$ cat src/rtl/clkbuf_pkg.sv
package clkbuf_pkg;

  localparam logic [1:0] TRI_LOW  = 2'b00;
  localparam logic [1:0] TRI_HIGH = 2'b10;

  typedef enum logic [1:0] {
    MODE_LOBW   = 2'b00,
    MODE_BYPASS = 2'b01,
    MODE_HIBW   = 2'b11
  } pll_mode_e;

  typedef enum logic [1:0] {
    PWR_WAIT = 2'b00,
    PWR_ON   = 2'b01,
    PWR_DOWN = 2'b10
  } pwr_state_e;

  function automatic pll_mode_e mode_from_strap(input logic [1:0] s);
    case (s)
      TRI_LOW:  return MODE_LOBW;
      TRI_HIGH: return MODE_HIBW;
      default:  return MODE_BYPASS;
    endcase
  endfunction

  function automatic logic mode_code_ok(input logic [1:0] c);
    return c != 2'b10;
  endfunction

  function automatic logic [7:0] freq_mhz(input logic [1:0] f);
    case (f)
      2'b00:   return 8'd100;
      2'b01:   return 8'd50;
      2'b10:   return 8'd125;
      default: return 8'd0;
    endcase
  endfunction

endpackage

$ cat src/rtl/clkbuf_sync.sv
module clkbuf_sync #(
  parameter int unsigned W = 1,
  parameter int unsigned STAGES = 2,
  parameter logic [W-1:0] RST_VAL = '0
) (
  input  logic         clk,
  input  logic         rst_n,
  input  logic [W-1:0] d,
  output logic [W-1:0] q
);

  logic [STAGES-1:0][W-1:0] pipe_q;

  always_ff @(posedge clk or negedge rst_n) begin
    if (!rst_n) begin
      for (int s = 0; s < int'(STAGES); s++) pipe_q[s] <= RST_VAL;
    end else begin
      pipe_q[0] <= d;
      for (int s = 1; s < int'(STAGES); s++) pipe_q[s] <= pipe_q[s-1];
    end
  end

  assign q = pipe_q[STAGES-1];

endmodule

$ cat src/rtl/clkbuf_pwr.sv
module clkbuf_pwr
  import clkbuf_pkg::*;
#(
  parameter int unsigned ADDR_W = 7,
  parameter logic [ADDR_W-1:0] ADDR_LO  = 7'b1101011,
  parameter logic [ADDR_W-1:0] ADDR_MID = 7'b1101100,
  parameter logic [ADDR_W-1:0] ADDR_HI  = 7'b1101101
) (
  input  logic              clk,
  input  logic              rst_n,
  input  logic              pg_s,
  input  logic [1:0]        addr_strap,
  input  logic [1:0]        mode_strap,
  output logic              pwr_on,
  output logic [ADDR_W-1:0] bus_addr,
  output pll_mode_e         strap_mode
);

  pwr_state_e        state_q, state_d;
  logic              latch_en;
  logic [ADDR_W-1:0] addr_q, addr_dec;
  pll_mode_e         mode_q;

  always_comb begin
    case (addr_strap)
      TRI_LOW:  addr_dec = ADDR_LO;
      TRI_HIGH: addr_dec = ADDR_HI;
      default:  addr_dec = ADDR_MID;
    endcase
  end

  assign latch_en = (state_q == PWR_WAIT) && pg_s;

  always_comb begin
    state_d = state_q;
    case (state_q)
      PWR_WAIT: if (pg_s)  state_d = PWR_ON;
      PWR_ON:   if (!pg_s) state_d = PWR_DOWN;
      PWR_DOWN: if (pg_s)  state_d = PWR_ON;
      default:             state_d = PWR_WAIT;
    endcase
  end

  always_ff @(posedge clk or negedge rst_n) begin
    if (!rst_n) begin
      state_q <= PWR_WAIT;
      addr_q  <= ADDR_LO;
      mode_q  <= MODE_LOBW;
    end else begin
      state_q <= state_d;
      if (latch_en) begin
        addr_q <= addr_dec;
        mode_q <= mode_from_strap(mode_strap);
      end
    end
  end

  assign pwr_on     = (state_q == PWR_ON);
  assign bus_addr   = addr_q;
  assign strap_mode = mode_q;

  AST_STRAP_FROZEN: assert property (@(posedge clk) disable iff (!rst_n)
    (state_q != PWR_WAIT) |=> ($stable(bus_addr) && $stable(strap_mode)));
  AST_ADDR_LEGAL: assert property (@(posedge clk) disable iff (!rst_n)
    (bus_addr == ADDR_LO) || (bus_addr == ADDR_MID) || (bus_addr == ADDR_HI));
  AST_DOWN_OFF: assert property (@(posedge clk) disable iff (!rst_n)
    !pg_s |=> !pwr_on);

endmodule

$ cat src/rtl/clkbuf_cfg.sv
module clkbuf_cfg
  import clkbuf_pkg::*;
#(
  parameter int unsigned LANES = 4
) (
  input  logic             clk,
  input  logic             rst_n,
  input  logic             we,
  input  logic [LANES-1:0] oe_wr,
  input  logic             ovr_en_wr,
  input  logic [1:0]       ovr_mode_wr,
  input  logic [1:0]       fsel_wr,
  output logic [LANES-1:0] oe_reg,
  output logic             ovr_en,
  output pll_mode_e        ovr_mode,
  output logic [1:0]       fsel
);

  logic mode_we;

  assign mode_we = we && mode_code_ok(ovr_mode_wr);

  always_ff @(posedge clk or negedge rst_n) begin
    if (!rst_n) begin
      oe_reg   <= '1;
      ovr_en   <= 1'b0;
      ovr_mode <= MODE_LOBW;
      fsel     <= 2'b00;
    end else begin
      if (we) begin
        oe_reg <= oe_wr;
        ovr_en <= ovr_en_wr;
        fsel   <= fsel_wr;
      end
      if (mode_we) ovr_mode <= pll_mode_e'(ovr_mode_wr);
    end
  end

  AST_OVR_LEGAL: assert property (@(posedge clk) disable iff (!rst_n)
    mode_code_ok(ovr_mode));
  AST_OVR_KEEP: assert property (@(posedge clk) disable iff (!rst_n)
    (we && (ovr_mode_wr == 2'b10)) |=> $stable(ovr_mode));

endmodule

$ cat src/rtl/clkbuf_gate.sv
module clkbuf_gate #(
  parameter int unsigned LANES = 4
) (
  input  logic             clk,
  input  logic             rst_n,
  input  logic             pwr_on,
  input  logic             ref_ok,
  input  logic             lock_ok,
  input  logic             bypass,
  input  logic [LANES-1:0] oe_reg,
  input  logic [LANES-1:0] oe_n_s,
  output logic [LANES-1:0] gate
);

  logic common_ok;

  assign common_ok = pwr_on && ref_ok && (bypass || lock_ok);

  for (genvar i = 0; i < LANES; i++) begin : g_lane
    logic run_d;
    assign run_d = common_ok && oe_reg[i] && !oe_n_s[i];
    always_ff @(negedge clk or negedge rst_n) begin
      if (!rst_n) gate[i] <= 1'b0;
      else        gate[i] <= run_d;
    end
  end

  AST_PWR_GATED: assert property (@(posedge clk) disable iff (!rst_n)
    !pwr_on |-> (gate == '0));
  AST_REF_GATED: assert property (@(posedge clk) disable iff (!rst_n)
    !ref_ok |-> (gate == '0));
  AST_LOCK_GATED: assert property (@(posedge clk) disable iff (!rst_n)
    (!bypass && !lock_ok) |-> (gate == '0));

endmodule

$ cat src/rtl/clkbuf_ctrl.sv
module clkbuf_ctrl
  import clkbuf_pkg::*;
#(
  parameter int unsigned LANES  = 4,
  parameter int unsigned ADDR_W = 7,
  parameter int unsigned SYNC_STAGES = 2
) (
  input  logic              clk,
  input  logic              rst_n,
  input  logic              pwrgd,
  input  logic [1:0]        addr_strap,
  input  logic [1:0]        mode_strap,
  input  logic              ref_running,
  input  logic              pll_lock,
  input  logic [LANES-1:0]  oe_n,
  input  logic              cfg_we,
  input  logic [LANES-1:0]  cfg_oe,
  input  logic              cfg_ovr_en,
  input  logic [1:0]        cfg_ovr_mode,
  input  logic [1:0]        cfg_fsel,
  output logic [ADDR_W-1:0] bus_addr,
  output logic [1:0]        strap_mode_rb,
  output logic [1:0]        pll_mode,
  output logic              pll_on,
  output logic [7:0]        ref_mhz,
  output logic [LANES-1:0]  oe_rb,
  output logic [1:0]        fsel_rb,
  output logic [LANES-1:0]  dif_t,
  output logic [LANES-1:0]  dif_c
);

  localparam int unsigned FLAG_W = 3;

  logic [1:0]        rst_pipe_q;
  logic              rst_sync_n;
  logic [FLAG_W-1:0] flags_s;
  logic [LANES-1:0]  oe_n_s;
  logic              pwr_on;
  pll_mode_e         strap_mode, ovr_mode, mode_eff;
  logic              ovr_en, bypass;
  logic [LANES-1:0]  oe_reg, gate;
  logic [1:0]        fsel;

  always_ff @(posedge clk or negedge rst_n) begin
    if (!rst_n) rst_pipe_q <= 2'b00;
    else        rst_pipe_q <= {rst_pipe_q[0], 1'b1};
  end
  assign rst_sync_n = rst_pipe_q[1];

  clkbuf_sync #(.W(FLAG_W), .STAGES(SYNC_STAGES), .RST_VAL('0)) u_flag_sync (
    .clk(clk), .rst_n(rst_sync_n),
    .d({pwrgd, ref_running, pll_lock}), .q(flags_s)
  );

  clkbuf_sync #(.W(LANES), .STAGES(SYNC_STAGES), .RST_VAL('1)) u_oe_sync (
    .clk(clk), .rst_n(rst_sync_n), .d(oe_n), .q(oe_n_s)
  );

  clkbuf_pwr #(.ADDR_W(ADDR_W)) u_pwr (
    .clk(clk), .rst_n(rst_sync_n), .pg_s(flags_s[2]),
    .addr_strap(addr_strap), .mode_strap(mode_strap),
    .pwr_on(pwr_on), .bus_addr(bus_addr), .strap_mode(strap_mode)
  );

  clkbuf_cfg #(.LANES(LANES)) u_cfg (
    .clk(clk), .rst_n(rst_sync_n), .we(cfg_we),
    .oe_wr(cfg_oe), .ovr_en_wr(cfg_ovr_en), .ovr_mode_wr(cfg_ovr_mode),
    .fsel_wr(cfg_fsel), .oe_reg(oe_reg), .ovr_en(ovr_en),
    .ovr_mode(ovr_mode), .fsel(fsel)
  );

  assign mode_eff = ovr_en ? ovr_mode : strap_mode;
  assign bypass   = (mode_eff == MODE_BYPASS);

  clkbuf_gate #(.LANES(LANES)) u_gate (
    .clk(clk), .rst_n(rst_sync_n), .pwr_on(pwr_on),
    .ref_ok(flags_s[1]), .lock_ok(flags_s[0]), .bypass(bypass),
    .oe_reg(oe_reg), .oe_n_s(oe_n_s), .gate(gate)
  );

  assign strap_mode_rb = strap_mode;
  assign pll_mode      = mode_eff;
  assign pll_on        = pwr_on && !bypass;
  assign ref_mhz       = freq_mhz(fsel);
  assign oe_rb         = oe_reg;
  assign fsel_rb       = fsel;
  assign dif_t         = gate & {LANES{clk}};
  assign dif_c         = gate & {LANES{~clk}};

  AST_PLL_OFF_BYP: assert property (@(posedge clk) disable iff (!rst_sync_n)
    (pll_mode == MODE_BYPASS) |-> !pll_on);
  AST_PLL_OFF_DOWN: assert property (@(posedge clk) disable iff (!rst_sync_n)
    !pwr_on |-> !pll_on);

endmodule

$ cat config.mk
export PLATFORM = sky130hd
export DESIGN_NAME = clkbuf_ctrl
export DESIGN_NICKNAME = d
export VERILOG_FILES = /design/src/rtl/clkbuf_pkg.sv /design/src/rtl/clkbuf_sync.sv /design/src/rtl/clkbuf_pwr.sv /design/src/rtl/clkbuf_cfg.sv /design/src/rtl/clkbuf_gate.sv /design/src/rtl/clkbuf_ctrl.sv
export SDC_FILE = /design/constraint.sdc
export NUM_CORES = 1
export LEC_CHECK = 0
export BUFFER_PORTS_ARGS = -buffer_cell sky130_fd_sc_hd__buf_2
export CORE_MARGIN = 8
export CORE_UTILIZATION = 52
export DETAILED_ROUTE_END_ITERATION = 16
export PLACE_DENSITY = 0.84
export SETUP_SLACK_MARGIN = 0.2
export SLEW_MARGIN = 20
export SYNTH_ARGS = -nofsm -noshare
export SYNTH_HDL_FRONTEND = slang
export SYNTH_HIERARCHICAL = 1
export SYNTH_SLANG_ARGS = --single-unit
export TNS_END_PERCENT = 30
$ cat constraint.sdc
create_clock -name clk -period 3.21 [get_ports clk]
set_input_delay 0.321 -clock clk [delete_from_list [all_inputs] [get_ports clk]]
set_output_delay 0.321 -clock clk [all_outputs]
set_load 0.02 [all_outputs]
==> key figures, run 1 <==
Power and ir drop
  – Sequential share of power: approximately 45%
  – Pwr/cell area: 607.4 nW/um2
  – Internal: 832.4 uW
  – P_sw: around 360 uW
  – Clock Power Share: between 30% and 40%
  – Peak VDD IR: 551.3 uV
  – Leak Pwr: around 1 nW
  – Comb pwr share: between 10% and 20%
  – Switching Share: 30.01%

Logic synthesis
  – Mean Syn Cell Area: about 14 um2
  – Sequential area share after synthesis: between 60% and 70%
  – YS warnings: 6
  – FF+latch count, synth: 36
  – Mapped Area: about 1500 um2
  – Mapped Cells: 110
  – Synth cell types: 27

Floorplan
  – Die Height: about 70 um
  – I/O pins: 57
  – Starting Density: a little over half
  – Core box area: approximately 2800 um2
  – Die X: roughly 70 um
  – Total Die Area: 4932 um2
  – Row count: 19

Cells and area
  – Antenna Cells: 0
  – Share of layout cells above drive strength 1: a little over half
  – Nets: about 200
  – Design Area, Final: just under 2000 um2
  – Synth-to-Final Area Change: 28.07%
  – Commonest non-fill, non-tap cell in the layout: buf_2
  – Fin cells: 202
  – Most frequent cells in the layout: buf_2 (47), dfrtp_1 (18), dfstp_2 (14)
  – Fillers: 206

Clocking
  – Post-CTS Setup Inserts: 0
  – CTS tree: yes
  – Clock Pin Slew Worst Setup and Hold Paths: ~110 ps
  – Clk_lat worst skew: 460 ps

STA
  – Fin Setup TNS: 0 ps
  – RSZ-0062 raised after global routing: true
  – Final hold vios: 0
  – Final Hold Slack: roughly 85 ps
  – Worst Clk Skew: 10.64 ps
  – # setup viols final: 0
  – Fin. max-slew vios: 0

Placed design
  – Cell Count Post-Placement: 180
  – DP HPWL: ~2200 um
  – I/O Buffers: 51
  – GPL Wtd Cong: 0.7281
  – Placed instance area: about 1700 um2

Critical path
  – Critical path endpoint category: output pin
  – Crit path DAT: between 2000 and 3000 ps
  – Max incr delay on CP: between 400 and 500 ps
  – WP buf/inv: 1
  – Slowest CP cell: dfrtn_1
  – Crit-path cells: nor2b_1 -> buf_4
  – CP startpoint kind: flip-flop
  – Crit path max fanout: 2
  – Critical Path RT: 2890 ps
  – Delay-heaviest family, CP: flip-flops
  – Kind of critical path: flip-flop to output pin

Drt
  – Iteration-0 DRC count of the detailed router: 24
  – First-pass iteration count of the detailed router: 4
  – Vias: 932
  – Drt wl/cell: between 10 and 15 um
  – Antenna Violating Nets Remaining: 0
  – Via/cell ratio: about 4.6
  – Routed Wire Length: approximately 3000 um
  – DRC Markers: 0

Run
  – Max cap viols: 0

Run status
  – Status: finished clean

Global routing
  – GRT overflow: 0
  – Vias in the first global route: about 1100
  – Maximum number of pins on one net before global-route repair: 28
  – GRT Total Usage: between 10% and 20%
  – First-pass GRT wire length: 4885 um
  – Initial antenna violation count: 0

Min path
  – Hold Crit Class: input pin to flip-flop
layer usage:
layer	vias up	GRT usage, %	wire length, um
li1	451	-	-
met1	438	11.13	1081
met2	39	19.72	1525
met3	4	10.59	311
met4	0	9.598	44
met5	-	0	0
synth_stat cells:
| cell | instances | area (um2) |
|---|---|---|
| a21boi_0 | 1 | 7.510 |
| a21oi_1 | 2 | 10.01 |
| a22o_2 | 1 | 10.01 |
| and2_1 | 4 | 25.02 |
| and2b_2 | 1 | 8.760 |
| buf_4 | 14 | 105.1 |
| buf_6 | 1 | 11.26 |
| conb_1 | 4 | 15.01 |
| dfrtn_1 | 4 | 100.1 |
| dfrtp_1 | 18 | 450.4 |
| dfstp_2 | 14 | 367.9 |
| ha_1 | 4 | 50.05 |
| inv_1 | 7 | 26.28 |
| mux2_1 | 2 | 22.52 |
| mux2_4 | 9 | 135.1 |
| mux2i_1 | 3 | 30.03 |
| nand2b_1 | 2 | 12.51 |
| nand3b_1 | 1 | 7.510 |
| nor2_1 | 3 | 11.26 |
| nor2b_1 | 5 | 31.28 |
| nor3b_1 | 4 | 30.03 |
| nor3b_4 | 1 | 18.77 |
| o211a_1 | 1 | 10.01 |
| o211ai_2 | 1 | 12.51 |
| o21ai_0 | 1 | 5.000 |
| or2_1 | 1 | 6.260 |
| xnor2_1 | 1 | 8.760 |
cell families after synthesis:
logic type,after synthesis,synth area share [%]
xor+xnor,1,0.5729
other cells,4,0.9817
buf+inv,22,9.329
flops,36,60.07
fa+ha+maj,4,3.273
mux,14,12.27
compound gates,7,3.600
simple gates,22,9.902
what timing repair did:
action | 4_1_cts | 5_1_grt
hold buffers | 8 | 1
resized for setup | 4 | 6
hold endpoints to repair | 9 | 1
pin swaps | 0 | 1
setup endpoints to repair | 16 | 16
worst paths after layout:
| kind | start | end | slack, ps | depth (start not counted) |
|---|---|---|---|---|
| min reg2reg | rst_pipe_q[1] | u_cfg/fsel[0] | 140 | 0 |
| max reg2reg | u_cfg/ovr_en | u_gate/gate[1] | 440 | 4 |
| min | cfg_oe[0] | u_cfg/oe_reg[0] | 90 | 2 |
| min in group asynchronous | rst_pipe_q[1] | u_cfg/fsel[0] | 140 | 0 |
| max in group asynchronous | rst_pipe_q[1] | u_gate/gate[0] | 1300 | 0 |
| max | u_gate/gate[1] | dif_c[1] | 120 | 2 |
cell type report:
cell class	instances	area (um2)	area share (%)
sequential	36	918.4	46.90
multi-input combinational	54	483.0	24.66
timing repair buffer	53	312.8	15.97
clock buffer	18	132.6	6.773
clock inverter	3	46.29	2.364
tap	31	38.79	1.981
inverter	7	26.28	1.342
power by group through the flow:
stage	Sequential, mW	Clock [mW]	Combinational, mW
after CTS	0.536	0.455	0.209
after global placement	0.540	0.0135	0.196
after floorplan	0.569	0.00994	0.119
after global routing	0.542	0.484	0.224
after detailed placement	0.544	0.0135	0.201
final	0.536	0.446	0.208
worst register-to-register path, delay by kind of cell (launching register included):
kind	cells	cell delay [ps]
flops	1	460
compound gates	2	350
simple gates	2	220
stage by stage:
stage	utilization [%]	power, mW	worst slack [ps]
finish	70.40	1.189	122.4
global route	70.40	1.250	55.09
CTS	69.41	1.201	91.83
detailed placement	61.90	0.7588	471.3
global placement	61.90	0.7496	516.9
floorplan	-	0.6982	501.7
No activity file was read; power rests on OpenSTA's default activity.
==> run 2: changes to the inputs <==
--- a/config.mk
+++ b/config.mk
@@ -5,11 +5,13 @@
 export SDC_FILE = /design/constraint.sdc
 export NUM_CORES = 1
 export LEC_CHECK = 0
+export ABC_AREA = 1
 export BUFFER_PORTS_ARGS = -buffer_cell sky130_fd_sc_hd__buf_2
 export CORE_MARGIN = 8
-export CORE_UTILIZATION = 52
+export CORE_UTILIZATION = 55
+export CTS_BUF_LIST = sky130_fd_sc_hd__clkbuf_4
 export DETAILED_ROUTE_END_ITERATION = 16
-export PLACE_DENSITY = 0.84
+export PLACE_DENSITY = 0.87
 export SETUP_SLACK_MARGIN = 0.2
 export SLEW_MARGIN = 20
 export SYNTH_ARGS = -nofsm -noshare
==> run 2 against run 1 <==
  * Synthesized area up 3.8%
  * Utilization is 0.38 points higher
  * Global-route usage up 0.10 points
  * Flip-flop and latch count is the same
  * Non-clock buffer count shrank 1
  * Routed wire length rose by 1.0%
  * Clock power shrank 23%
  * Clock-buffer cell count up 1
  * Combinational power decreased by 9.6%
  * Critical endpoint unchanged
==> key figures, run 2 <==
Logic synthesis
  – Most used DFF post-synth: dfrtp_1
  – YS warnings: 6
  – Mapped Cells: ~170
  – Biggest area consumer among synthesized cells: dfrtp_1
  – Commonest cells post-synth: inv_1 (39), nand2_1 (39), dfrtp_1 (18)
  – Mean Syn Cell Area: 9.125 um2
  – Synth cell types: 21
  – FF+latch count, synth: 36
  – Sequential area share after synthesis: between 50% and 60%
  – Leading post-synthesis cells by cell area: dfrtp_1 (28%), dfstp_2 (23%), inv_1 (9.2%), nand2_1 (9.2%), buf_4 (6.6%)
  – Ys async rst share: 100.0%
  – Mapped Area: 1588 um2
  – Post-synth EDFFs: 0
  – Synth top area share: between 20% and 30%

Cells and area
  – Most frequent cells in the layout: buf_2 (48), inv_1 (39), nand2_1 (39)
  – Storage element area: about 920 um2
  – Nets: approximately 260
  – Commonest non-fill, non-tap cell in the layout: buf_2
  – Share of layout cells above drive strength 1: approximately 37%
  – Synth-to-Final Area Change: 22.93%
  – Footprint of the multi-input gates: 400.4 um2
  – Fillers: roughly 200
  – Antenna Cells: 0

Critical path
  – CP startpoint kind: flip-flop
  – Critical path endpoint category: output pin
  – Start of the worst register-to-register path: u_cfg/ovr_en
  – Slowest CP cell: dfrtn_1
  – CP startpoint: u_gate/gate[1]
  – Critical Path RT: 2890 ps
  – Crit path max fanout: 2
  – Crit-path cells: inv_1 -> nor2_1 -> buf_4
  – Max incr delay on CP: around 420 ps
  – Worst R2R Path Depth: 8
  – Kind of critical path: flip-flop to output pin
  – Crit path DAT: 2780 ps

Drt
  – DRT met1 WL: around 1100 um
  – Top layer in use: met4
  – Routed Wire Length: roughly 3000 um
  – First-pass iteration count of the detailed router: 4
  – Iteration-0 DRC count of the detailed router: 28
  – Metal2 WL: about 1400 um
  – Vias: roughly 1100
  – Via/cell ratio: roughly 4.4
  – Met3 wire length: about 350 um
  – DRC Markers: 0
  – Drt wl/cell: ~11 um
  – Antenna Violating Nets Remaining: 0

Floorplan
  – Row count: 19
  – Die X: ~70 um
  – Total Die Area: 4862 um2
  – I/O pins: 57
  – Die Height: between 60 and 70 um
  – Starting Density: 57.58%
  – Core box area: around 2800 um2

Placed design
  – GPL Wtd Cong: just over 0.8
  – Worst slack at placement: ~490 ps
  – I/O Buffers: 51
  – DP HPWL: between 2000 and 2500 um

STA
  – # setup viols final: 0
  – Fin Setup TNS: 0 ps
  – RSZ-0062 raised after global routing: true
  – Slack of the critical path: 106.6 ps
  – Worst Clk Skew: ~10 ps
  – Final Hold Slack: 86.45 ps
  – Fin. max-slew vios: 0
  – Final hold vios: 0

Min path
  – Hold depth: 3
  – Hold Path Origin: cfg_oe[0]
  – Hold Crit Class: input pin to flip-flop

Global routing
  – GRT overflow: 0
  – Initial antenna violation count: 0
  – First-pass GRT wire length: about 4900 um
  – GRT Total Usage: 13.14%
  – Maximum number of pins on one net before global-route repair: 28
  – Vias in the first global route: roughly 1200

Clocking
  – Clock Pin Slew Worst Setup and Hold Paths: 90 ps
  – Clk_lat worst skew: around 440 ps
  – CTS tree: yes

Power and ir drop
  – Peak VDD IR: 507.9 uV
  – Leak Pwr: between 1 and 1.5 nW
  – Pwr/cell area: about 540 nW/um2

Run status
  – Status: finished clean

Run
  – Max cap viols: 0
==> run 2: layout make-up <==
cell class	count	share of cell area (%)
clock buffer	19	6.859
clock inverter	6	1.154
inverter	36	6.923
multi-input combinational	83	20.51
sequential	36	47.05
tap	31	1.987
timing repair buffer	52	15.51
==> run 2: metrics by stage <==
stage          instances  utilization [%]  power [mW]  instance area [um2]
6_report             263            70.78       1.055                 1952
5_1_grt              263            70.78       1.119                 1952
4_1_cts              263            70.69       1.072                 1949
3_5_place_dp         242            64.20      0.7259                 1770
3_3_place_gp         242            64.20      0.7201                 1770
2_1_floorplan        176                -      0.7019                 1595
==> run 2: path summary, 6_finish.rpt <==
kind / to / slack, ps
max: dif_c[1] / 110
min: u_cfg/oe_reg[0] / 90
max reg2reg: u_gate/gate[0] / 470
min reg2reg: u_cfg/fsel[0] / 130
max in group asynchronous: u_gate/gate[0] / 1330
min in group asynchronous: u_cfg/fsel[0] / 130
==> run 2: cell families after synthesis <==
logic type	after synthesis	share of synthesized area, %
AO/OA/AOI/OAI	8	2.758
adder cells (fa/ha/maj)	4	3.152
buffers and inverters	57	17.41
flip-flops	36	57.84
other	4	0.9453
AND/OR/NAND/NOR	65	17.89
==> run 2: what timing repair did <==
action	in CTS	in global routing
gates cloned	0	0
hold endpoints to repair	9	0
resized for setup	3	1
buffers inserted	0	0
pin swaps	1	0
endpoints found under the setup margin	16	16
hold buffers	8	0
==> run 2: metal layers <==
layer | up-vias | GRT usage [%]
li1 | 590 | -
met2 | 45 | 20.80
met3 | 14 | 11.30
met4 | 0 | 9.821
met5 | - | 0
met1 | 497 | 10.07
==> run 2: power breakdown <==
group | internal [mW] | switching (mW)
clock | 0.164 | 0.178
sequential | 0.500 | 0.0250
combinational | 0.0685 | 0.120
==> run 2: critical path, delay by kind of cell, from the launching register on <==
kind / cells / cell delay (ps)
buf+inv: 2 / 200
flops: 1 / 420
simple gates: 1 / 110
==> run 3: changes to the inputs <==
==> constraint.sdc (replaced) <==
create_clock -name clk -period 3.21 [get_ports clk]
set_input_delay 0.321 -clock clk [delete_from_list [all_inputs] [get_ports clk]]
set_output_delay 0.321 -clock clk [all_outputs]
set_load 0.01 [all_outputs]
==> run 3 against run 2 <==
  * Global-route usage did not move
  * Utilization fell by 0.41 points
  * Power fell by 3.2%
  * Die area did not move
  * Flip-flop and latch count did not move
  * Clock skew barely moved
  * Cell count did not move
  * Hold slack barely moved
  * Clock power fell by 1%
  * Routed wire length fell by 1.5%
  * Largest cell class unchanged
  * Largest power group unchanged
==> key figures, run 3 (same netlist as run 2, synthesis figures left out) <==
Run status
  – Status: finished clean

Cells and area
  – Antenna Cells: 0
  – Fin cells: 263
  – Commonest non-fill, non-tap cell in the layout: buf_2
  – Post-layout util: a little over two thirds
  – Most frequent cells in the layout: buf_2 (51), inv_1 (39), nand2_1 (39)
  – Nets: roughly 260
  – Fillers: 199
  – Synth-to-Final Area Change: 22.22%
  – Share of layout cells above drive strength 1: 37.07%

STA
  – Worst Clk Skew: 10.05 ps
  – RSZ-0062 raised after global routing: true
  – Fin Setup TNS: 0 ps
  – Final hold vios: 0
  – # setup viols final: 0
  – Fin. max-slew vios: 0
  – Final Hold Slack: 86.49 ps

Critical path
  – Worst R2R Path Depth: 8
  – R2R Path End: u_gate/gate[0]
  – Critical path endpoint category: output pin
  – WP buf/inv: 2
  – Crit-path cells: inv_1 -> nor2_1 -> buf_2
  – Slowest CP cell: dfrtn_1
  – Start of the worst register-to-register path: u_cfg/ovr_en
  – Max incr delay on CP: around 420 ps
  – Critical Path RT: between 2000 and 3000 ps
  – Crit path max fanout: 2
  – Kind of critical path: flip-flop to output pin
  – Delay-heaviest family, CP: flip-flops
  – CP startpoint kind: flip-flop
  – Crit path DAT: between 2000 and 3000 ps
  – Worst R2R Setup Slack: between 400 and 500 ps

Floorplan
  – Die X: 69.73 um
  – Core box area: 2758 um2
  – Total Die Area: between 4000 and 5000 um2
  – Starting Density: 57.58%
  – I/O pins: 57
  – Row count: 19
  – Die Height: roughly 70 um

Drt
  – Vias: roughly 1100
  – DRC Markers: 0
  – First-pass iteration count of the detailed router: 4
  – Via/cell ratio: about 4.3
  – Routed Wire Length: 2947 um
  – Iteration-0 DRC count of the detailed router: 27
  – Drt wl/cell: between 10 and 15 um
  – Antenna Violating Nets Remaining: 0

Global routing
  – First-pass GRT wire length: around 5000 um
  – GRT Total Usage: 13.14%
  – GRT overflow: 0
  – Initial antenna violation count: 0
  – Maximum number of pins on one net before global-route repair: 28
  – Vias in the first global route: around 1200

Placed design
  – GPL Wtd Cong: between 0.8 and 0.9
  – DP HPWL: 2137 um
  – I/O Buffers: a little over 50
  – Cell Count Post-Placement: approximately 240

Power and ir drop
  – Comb pwr share: ~16%
  – Internal: roughly 730 uW
  – Peak VDD IR: about 500 uV
  – Leak Pwr: 1.146 nW
  – PnR Total Power: approximately 1.0 mW
  – P_sw: 290.0 uW
  – Sequential share of power: approximately half
  – Switching Share: between 20% and 30%
  – Clock Power Share: 33.1%
  – Pwr/cell area: between 500 and 600 nW/um2

Min path
  – Hold Path Origin: cfg_oe[0]
  – Hold depth: 3
  – Hold Crit Class: input pin to flip-flop
  – Hold EP: u_cfg/oe_reg[0]

Clocking
  – CTS tree: yes
  – Clk_lat worst skew: 440 ps
  – Post-CTS Setup Inserts: 0
  – Clock Pin Slew Worst Setup and Hold Paths: around 90 ps

Run
  – Max cap viols: 0
-- run 3: cell count changes in the layout (fill, tap and decap cells not counted) --
cell | previous run | this run
buf_2 | 48 | 51
buf_4 | 3 | 1
buf_6 | 1 | 0
-- run 3: worst min-delay path, stage by stage --
cell     delay [ps]
buf_2            90
nand2_1          40
o21ai_0          60
-- run 3: metal layers --
layer / up-vias / routed length, um / GRT usage, %
met5: - / 0 / 0
met4: 0 / 83 / 10.04
met3: 12 / 349 / 11.30
met2: 45 / 1409 / 20.59
met1: 495 / 1104 / 10.16
li1: 590 / - / -
-- run 3: power groups by stage --
stage / combinational [mW] / clock (mW) / sequential [mW]
finish: 0.158 / 0.338 / 0.525
global route: 0.178 / 0.377 / 0.530
CTS: 0.161 / 0.352 / 0.525
detailed placement: 0.153 / 0.00764 / 0.533
global placement: 0.149 / 0.00764 / 0.532
floorplan: 0.0927 / 0.0336 / 0.542
-- run 3: how the worst max path moves through the flow --
| stage | from | end | depth (start not counted) |
|---|---|---|---|
| floorplan | u_pwr/strap_mode[0] | u_gate/gate[0] | 7 |
| global placement | u_cfg/ovr_en | u_gate/gate[0] | 7 |
| detailed placement | u_cfg/ovr_en | u_gate/gate[0] | 8 |
| CTS | u_gate/gate[1] | dif_c[1] | 3 |
| global route | u_gate/gate[3] | dif_c[3] | 3 |
| finish | u_gate/gate[1] | dif_c[1] | 3 |
-- run 3: timing repair --
action,CTS,global route
resized for setup,0,0
hold endpoints to repair,9,0
setup endpoints to repair,16,16
hold buffers,8,0
-- run 3: through the flow --
stage	cell area, um2	setup slack (ps)
after floorplan	1595	523.7
after global placement	1770	558.2
after detailed placement	1770	489.4
after CTS	1941	153.1
after global routing	1941	64.11
final	1941	163.9
-- run 3: area by class of cell --
| cell class | count | area [um2] | share of cell area, % |
|---|---|---|---|
| multi-input cells | 83 | 400.4 | 20.63 |
| flip-flops and latches | 36 | 918.4 | 47.32 |
| repair buffers | 52 | 302.8 | 15.60 |
| clock buffers | 19 | 122.6 | 6.319 |
| inverters | 36 | 135.1 | 6.963 |
| well taps | 31 | 38.79 | 1.999 |
| clock inverters | 6 | 22.52 | 1.161 |
